$ cat src/rtl/wsc_pkg.sv
// Package: shared constants for the skip-branch core.
// Assumes a fixed 32-bit instruction word with the field layout below.
package wsc_pkg;
    localparam int ILEN    = 32;
    localparam int OPC_HI  = 31;
    localparam int OPC_LO  = 28;
    localparam int FA_LO   = 24;   // destination / store source / skip mode
    localparam int FB_LO   = 20;   // first source / base / jump target
    localparam int FC_LO   = 0;    // second source

    localparam logic [3:0] OP_ADD  = 4'b0000;
    localparam logic [3:0] OP_NAND = 4'b0001;
    localparam logic [3:0] OP_ADDI = 4'b0010;
    localparam logic [3:0] OP_LW   = 4'b0011;
    localparam logic [3:0] OP_SW   = 4'b0100;
    localparam logic [3:0] OP_GOTO = 4'b0101;
    localparam logic [3:0] OP_JALR = 4'b0110;
    localparam logic [3:0] OP_HALT = 4'b0111;
    localparam logic [3:0] OP_SKP  = 4'b1000;
    localparam logic [3:0] OP_LEA  = 4'b1001;

    typedef enum logic [2:0] {
        ST_FETCH,
        ST_DECODE,
        ST_EXEC,
        ST_LOAD,
        ST_HALT
    } core_state_e;
endpackage

$ cat src/rtl/wsc_regfile.sv
// Register file: NREG x XLEN, two combinational read ports, one write port.
// Assumes entry 0 is hard zero; writes to it are dropped at the write port.
module wsc_regfile #(
    parameter int XLEN = 32,
    parameter int NREG = 16,
    localparam int IW  = $clog2(NREG)
) (
    input  logic            clk,
    input  logic            rst_n,
    input  logic [IW-1:0]   ra_addr,
    output logic [XLEN-1:0] ra_data,
    input  logic [IW-1:0]   rb_addr,
    output logic [XLEN-1:0] rb_data,
    input  logic            wr_en,
    input  logic [IW-1:0]   wr_addr,
    input  logic [XLEN-1:0] wr_data
);
    logic [XLEN-1:0] regs_q [NREG];

    // Register update: clear on reset, otherwise write any entry but zero.
    always_ff @(posedge clk) begin
        if (!rst_n) begin
            for (int i = 0; i < NREG; i++) regs_q[i] <= '0;
        end else if (wr_en && wr_addr != '0) begin
            regs_q[wr_addr] <= wr_data;
        end
    end

    // Read ports: entry 0 always presents zero.
    always_comb begin
        ra_data = (ra_addr == '0) ? '0 : regs_q[ra_addr];
        rb_data = (rb_addr == '0) ? '0 : regs_q[rb_addr];
    end

    assert_zero_kept_R4: assert property (@(posedge clk) disable iff (!rst_n)
        (wr_en && wr_addr == '0) |=> (regs_q[0] == '0));
endmodule

$ cat src/rtl/wsc_alu.sv
// Arithmetic unit: add or NAND of two operands, plus equal and signed-less
// compare flags. Purely combinational; assumes the caller selects operands.
module wsc_alu #(
    parameter int XLEN = 32
) (
    input  logic [XLEN-1:0] opnd_x,
    input  logic [XLEN-1:0] opnd_y,
    input  logic            use_nand,
    output logic [XLEN-1:0] result,
    output logic            is_eq,
    output logic            is_lt
);
    // Result and compare flags.
    always_comb begin
        result = use_nand ? ~(opnd_x & opnd_y) : (opnd_x + opnd_y);
        is_eq  = (opnd_x == opnd_y);
        is_lt  = ($signed(opnd_x) < $signed(opnd_y));
    end
endmodule

$ cat src/rtl/wordskip_core.sv
// Top: multicycle core. FETCH drives PC, DECODE latches the instruction and
// bumps PC, EXEC performs the operation, LOAD writes back load data.
// Assumes memory returns read data one cycle after the address.
module wordskip_core
    import wsc_pkg::*;
#(
    parameter int XLEN  = 32,
    parameter int NREG  = 16,
    parameter int AW    = 16,
    parameter int IMM_W = 20,
    localparam int IW   = $clog2(NREG)
) (
    input  logic            clk,
    input  logic            rst_n,
    output logic [AW-1:0]   mem_addr,
    output logic [XLEN-1:0] mem_wdata,
    output logic            mem_we,
    input  logic [XLEN-1:0] mem_rdata,
    output logic            halted
);
    core_state_e     st_q;
    logic [XLEN-1:0] pc_q;
    logic [ILEN-1:0] ir_q;

    logic [3:0]      opc;
    logic [IW-1:0]   fld_a, fld_b, fld_c, rb_sel;
    logic [XLEN-1:0] imm_x;
    logic [XLEN-1:0] ra_data, rb_data, alu_x, alu_y, alu_res;
    logic            alu_eq, alu_lt, skip_hit;
    logic            wb_en;
    logic [XLEN-1:0] wb_data;

    // Field extraction and sign extension of the immediate.
    always_comb begin
        opc   = ir_q[OPC_HI:OPC_LO];
        fld_a = ir_q[FA_LO +: IW];
        fld_b = ir_q[FB_LO +: IW];
        fld_c = ir_q[FC_LO +: IW];
        imm_x = {{(XLEN-IMM_W){ir_q[IMM_W-1]}}, ir_q[IMM_W-1:0]};
    end

    // Operand selection, write-back and memory port control.
    always_comb begin
        rb_sel   = (opc == OP_SW) ? fld_a : fld_c;
        alu_x    = (opc == OP_GOTO || opc == OP_LEA) ? pc_q : ra_data;
        alu_y    = (opc == OP_ADD || opc == OP_NAND || opc == OP_SKP) ? rb_data : imm_x;
        skip_hit = (opc == OP_SKP) &&
                   ((fld_a == IW'(0) && alu_eq) || (fld_a == IW'(1) && alu_lt));
        wb_en    = 1'b0;
        wb_data  = alu_res;
        if (st_q == ST_EXEC) begin
            case (opc)
                OP_ADD, OP_NAND, OP_ADDI, OP_LEA: wb_en = 1'b1;
                OP_JALR: begin
                    wb_en   = 1'b1;
                    wb_data = pc_q;
                end
                default: wb_en = 1'b0;
            endcase
        end else if (st_q == ST_LOAD) begin
            wb_en   = 1'b1;
            wb_data = mem_rdata;
        end
        mem_we    = (st_q == ST_EXEC) && (opc == OP_SW);
        mem_wdata = rb_data;
        mem_addr  = ((st_q == ST_EXEC) && (opc == OP_LW || opc == OP_SW))
                    ? alu_res[AW-1:0] : pc_q[AW-1:0];
        halted    = (st_q == ST_HALT);
    end

    // Sequencer: state, instruction register and program counter.
    always_ff @(posedge clk) begin
        if (!rst_n) begin
            st_q <= ST_FETCH;
            pc_q <= '0;
            ir_q <= '0;
        end else begin
            case (st_q)
                ST_FETCH:  st_q <= ST_DECODE;
                ST_DECODE: begin
                    ir_q <= mem_rdata;
                    pc_q <= pc_q + XLEN'(1);
                    st_q <= ST_EXEC;
                end
                ST_EXEC: begin
                    case (opc)
                        OP_GOTO: pc_q <= alu_res;
                        OP_JALR: pc_q <= ra_data;
                        OP_SKP:  if (skip_hit) pc_q <= pc_q + XLEN'(1);
                        default: pc_q <= pc_q;
                    endcase
                    if (opc == OP_LW)        st_q <= ST_LOAD;
                    else if (opc == OP_HALT) st_q <= ST_HALT;
                    else                     st_q <= ST_FETCH;
                end
                ST_LOAD:  st_q <= ST_FETCH;
                default:  st_q <= ST_HALT;
            endcase
        end
    end

    wsc_regfile #(.XLEN(XLEN), .NREG(NREG)) u_regs (
        .clk     (clk),
        .rst_n   (rst_n),
        .ra_addr (fld_b),
        .ra_data (ra_data),
        .rb_addr (rb_sel),
        .rb_data (rb_data),
        .wr_en   (wb_en),
        .wr_addr (fld_a),
        .wr_data (wb_data)
    );

    wsc_alu #(.XLEN(XLEN)) u_alu (
        .opnd_x   (alu_x),
        .opnd_y   (alu_y),
        .use_nand (opc == OP_NAND),
        .result   (alu_res),
        .is_eq    (alu_eq),
        .is_lt    (alu_lt)
    );

    assert_halt_sticky_R11: assert property (@(posedge clk) disable iff (!rst_n)
        halted |=> (halted && $stable(pc_q)));
    assert_halt_quiet_R11: assert property (@(posedge clk) disable iff (!rst_n)
        halted |-> !mem_we);
    assert_fetch_step_R6: assert property (@(posedge clk) disable iff (!rst_n)
        (st_q == ST_DECODE) |=> (pc_q == $past(pc_q) + XLEN'(1)));
    assert_skip_equal_R9: assert property (@(posedge clk) disable iff (!rst_n)
        (st_q == ST_EXEC && opc == OP_SKP && fld_a == IW'(0) && ra_data == rb_data)
        |=> (pc_q == $past(pc_q) + XLEN'(1)));
    assert_link_target_R8: assert property (@(posedge clk) disable iff (!rst_n)
        (st_q == ST_EXEC && opc == OP_JALR) |=> (pc_q == $past(ra_data)));
endmodule

$ cat config.mk
export PLATFORM = sky130hd
export DESIGN_NAME = wordskip_core
export DESIGN_NICKNAME = d
export VERILOG_FILES = /design/src/rtl/wsc_pkg.sv /design/src/rtl/wsc_regfile.sv /design/src/rtl/wsc_alu.sv /design/src/rtl/wordskip_core.sv
export SDC_FILE = /design/constraint.sdc
export NUM_CORES = 1
export LEC_CHECK = 0
export BUFFER_PORTS_ARGS = -buffer_cell sky130_fd_sc_hd__buf_2
export CAP_MARGIN = 30
export CORE_MARGIN = 2
export CORE_UTILIZATION = 30
export DETAILED_ROUTE_END_ITERATION = 12
export SLEW_MARGIN = 20
export SYNTH_ARGS = -nofsm -noshare
export SYNTH_HDL_FRONTEND = slang
export SYNTH_SLANG_ARGS = --single-unit
$ cat constraint.sdc
create_clock -name clk -period 5.7 [get_ports clk]
set_input_delay 0 -clock clk [delete_from_list [all_inputs] [get_ports clk]]
set_output_delay 0 -clock clk [all_outputs]
set_load 0.02 [all_outputs]
==> flow_metrics.py <==
metrics = {
    "min_path": {
        "hp-class": "in2reg",
        "hold_depth": 4,
    },
    "critical_path": {
        "crit_chain": "nor4b_4 -> buf_12 -> mux2i_4 -> buf_12 -> buf_12 -> buf_6 -> nand2_1 -> a21oi_1 -> a211oi_2 -> nor3_4 -> mux2i_1 -> ha_1 -> buf_4 -> nand2b_1 -> or3_4 -> a211oi_4 -> buf_6 -> o21a_1 -> nor3_1 -> o31a_1 -> buf_4 -> nand2_1 -> nand2_2 -> buf_6",
        "ff2ff_path_depth": 23,
        "endpoint_kind": "output port",
        "crit_path_top_delay_cell": "or3_4",
        "worstPathRequired_ps": 5700,
        "path_max_fanout": 11,
        "arrival_ps": 5690,
        "path_buf_inv": 8,
        "crit_family": "simple AND/OR/NAND/NOR gates",
        "cp_num_cells": 24,
        "cpPeakStageDelay_ps": 420,
        "cp-start-kind": "flop",
        "path_class": "reg2out",
    },
    "pwr": {
        "combPwrFrac_pct": 33.0,
        "power.internal_uw": 9160,
        "p_leak_uw": 0.0162,
        "p_sw_uw": 4920,
        "power.share.sequential_pct": 35.1,
        "power.density_nw_per_um2": 318,
        "ir_drop_mv": 0.174,
        "sw_frac_of_total_pct": 35.0,
        "clkPwrFrac_pct": 31.9,
    },
    "finish": {
        "num_antenna_cells": 0,
        "regArea_um2": 16800,
        "fill_cells": 11513,
        "drive_gt1_share_pct": 25.3,
        "nNetsFinal": 4042,
        "final_cell_area_um2": 44300,
        "multi_input_area_um2": 18500,
        "syn_to_final_growth_pct": 23.9,
    },
    "timing": {
        "setup_viol": 0,
        "slew_headroom_pct": 28.1,
        "skew_ps": 20.4,
        "fin_crit_ps": 5690,
        "hold-worst-slack_ps": 189,
        "fin_ws_ps": 9.97,
        "drv_slew": 0,
        "clock.fmax_mhz": 176,
        "worst_pin_slew_ps": 1080,
        "rsz0062_at_grt": "true",
        "tns_ps": 0,
        "fin_crit_sh_pct": 99.8,
        "finalHoldViolCount": 0,
    },
    "die": {
        "die_x_um": 349,
        "start_util_pct": 30.3,
        "row_count": 126,
        "io_pins": 84,
        "die_area_um2": 122000,
        "die_y_um": 349,
        "core_um2": 118000,
    },
    "grt": {
        "grt_pass1_vias": 31066,
        "grt_antenna_before_repair": 4,
        "grt_pass1_wl_um": 218000,
        "grt_usage_pct": 24.3,
        "grt_max_degree": 50,
        "grt_overflow": 0,
    },
    "place": {
        "gp_congestion": 1.01,
        "post_dp_cell_area_um2": 40300,
        "hpwlAfterDp_um": 98500,
        "pre_cts_slack_ps": -280,
        "io_buffers": 83,
    },
    "cts": {
        "clk_latency_ps": 640,
        "cts_sinks": 583,
        "cts-htree-levels": 3,
        "clkSlewWorstSetupHoldPaths_ps": 60,
        "cts_inserted_buffers": 68,
        "clk_path_buf_depth": 3,
        "clockRootBuffer": "clkbuf_16",
        "cts_tree": "done",
    },
    "yosys": {
        "synthFlopType": "edfxtp_1",
        "yosys_warnings": 0,
        "yosysMostFrequentCell": "nand2_1",
        "ys_async_sr_fraction_pct": 0,
        "yosysSeqAreaShare_pct": 47.0,
        "ys_types": 96,
        "yosys.area.top_type": "edfxtp_1",
        "synth_area_um2": 35800,
        "synthCells": 3637,
        "synth_edf_count": 512,
        "ys_top_cells_by_count": "nand2_1, edfxtp_1, nor2_1",
        "syn_area_per_cell_um2": 9.83,
        "yosys.area.top_type_share_pct": 43.0,
        "synthTopCellsByArea": "edfxtp_1, mux4_2, nand2_1, nor2_1, a21oi_1",
        "synth-seq-cells": 583,
    },
    "drt": {
        "viasPerCell": 6.00,
        "firstDrtPassIters": 6,
        "drc": 0,
        "detail_route.wl_per_cell_um": 28.1,
        "vias": 33204,
        "drtIter0Drc": 5145,
        "wirelength_um": 155000,
        "ant_nets": 0,
    },
    "status": {
        "status": "complete, no violations",
    },
    "job": {
        "drv_cap": 0,
    },
}
## flip-flops by register name (all words and copies together), names as in the netlist, named ones only
register and flops:
pc_q 32, ir_q 32, st_q 3, u_regs.regs_q 512
## per-stage QoR
stage / power (µW) / instances / util (%)
finish: 14100 / 5532 / 37.5
global route: 14500 / 5532 / 37.5
CTS: 13600 / 5482 / 36.4
detailed placement: 9160 / 5316 / 34.1
global placement: 9150 / 5315 / 34.1
floorplan: 7260 / 3668 / -
## routing by layer
metal,part of all wire (%),vias up,track usage [%]
li1,-,13965,-
met1,37,16166,31.9
met2,44,2533,37.8
met3,12,538,4.67
met4,6.3,2,13.0
met5,0.011,-,0
## kinds of logic after synthesis
group,count (synthesis),synth area share (%)
AND/OR/NAND/NOR,1661,20.6
adder cells (fa/ha/maj),66,2.33
other,1,0.0105
AO/OA/AOI/OAI,716,13.4
buffers and inverters,365,4.22
multiplexers,226,12.0
XOR/XNOR,19,0.465
flip-flops,583,47.0
## path summary, 6_finish.rpt
kind | startpoint | slack [ps] | to
setup reg to reg | ir_q[31]$_SDFFE_PN0P_ | 50 | u_regs.regs_q[14][27]$_SDFFCE_PN0P_
hold reg to reg | ir_q[4]$_SDFFE_PN0P_ | 470 | ir_q[4]$_SDFFE_PN0P_
setup / recovery | ir_q[31]$_SDFFE_PN0P_ | 10 | mem_addr[15]
hold / removal | mem_rdata[18] | 190 | ir_q[18]$_SDFFE_PN0P_
## cells in the final DEF, fill, tap and decap left out, types with 12 or more instances in the layout
master,instances
clkbuf_1,13
a21oi_1,276
dlygate4sd3_1,33
nor2b_1,18
o31ai_1,14
a31oi_1,16
nand2_2,26
xnor2_1,12
nand4_1,16
a311oi_1,40
and3_1,54
o211ai_1,17
ha_1,53
dfxtp_1,66
nor3_1,51
nand2b_1,17
buf_12,46
and2_1,19
buf_4,340
a311oi_2,30
o21ai_0,62
clkbuf_16,78
mux2i_1,24
a211oi_1,51
buf_6,19
nand2_1,656
edfxtp_1,512
nor2_1,508
a21o_1,22
buf_2,80
mux4_2,160
nand3_1,168
conb_1,32
o21ai_1,23
nor3_2,28
mux2_2,33
inv_1,32
## worst reg2reg max path, delay by kind of cell (launching register included)
family,cells,cell delay [ps]
AO/OA/AOI/OAI,7,1340
adder cells (fa/ha/maj),1,340
buffers and inverters,7,1290
flip-flops,1,330
multiplexers,3,650
AND/OR/NAND/NOR,5,1380
## power by group through the flow
stage	Clock [µW]	Sequential, µW	Combinational (µW)
finish	4490	4940	4650
global route	4660	4950	4840
CTS	4490	4930	4230
detailed placement	0	5020	4140
global placement	0	5010	4140
floorplan	0	4960	2300
## cell type report
cell class	instances	area share (%)
timing repair buffer	533	10.6
inverter	34	0.294
clock inverter	41	0.943
sequential	583	37.9
multi-input combinational	2722	41.8
clock buffer	83	4.06
tap	1536	4.34
## repair_timing
item / CTS / global route
hold endpoints to repair: 65 / 0
buffers inserted: 9 / 42
gates cloned: 0 / 10
pin swaps: 14 / 85
hold buffers: 33 / 0
setup endpoints to repair: 321 / 354
resized for setup: 21 / 149
Note: power is estimated with default switching activity, not from simulation.
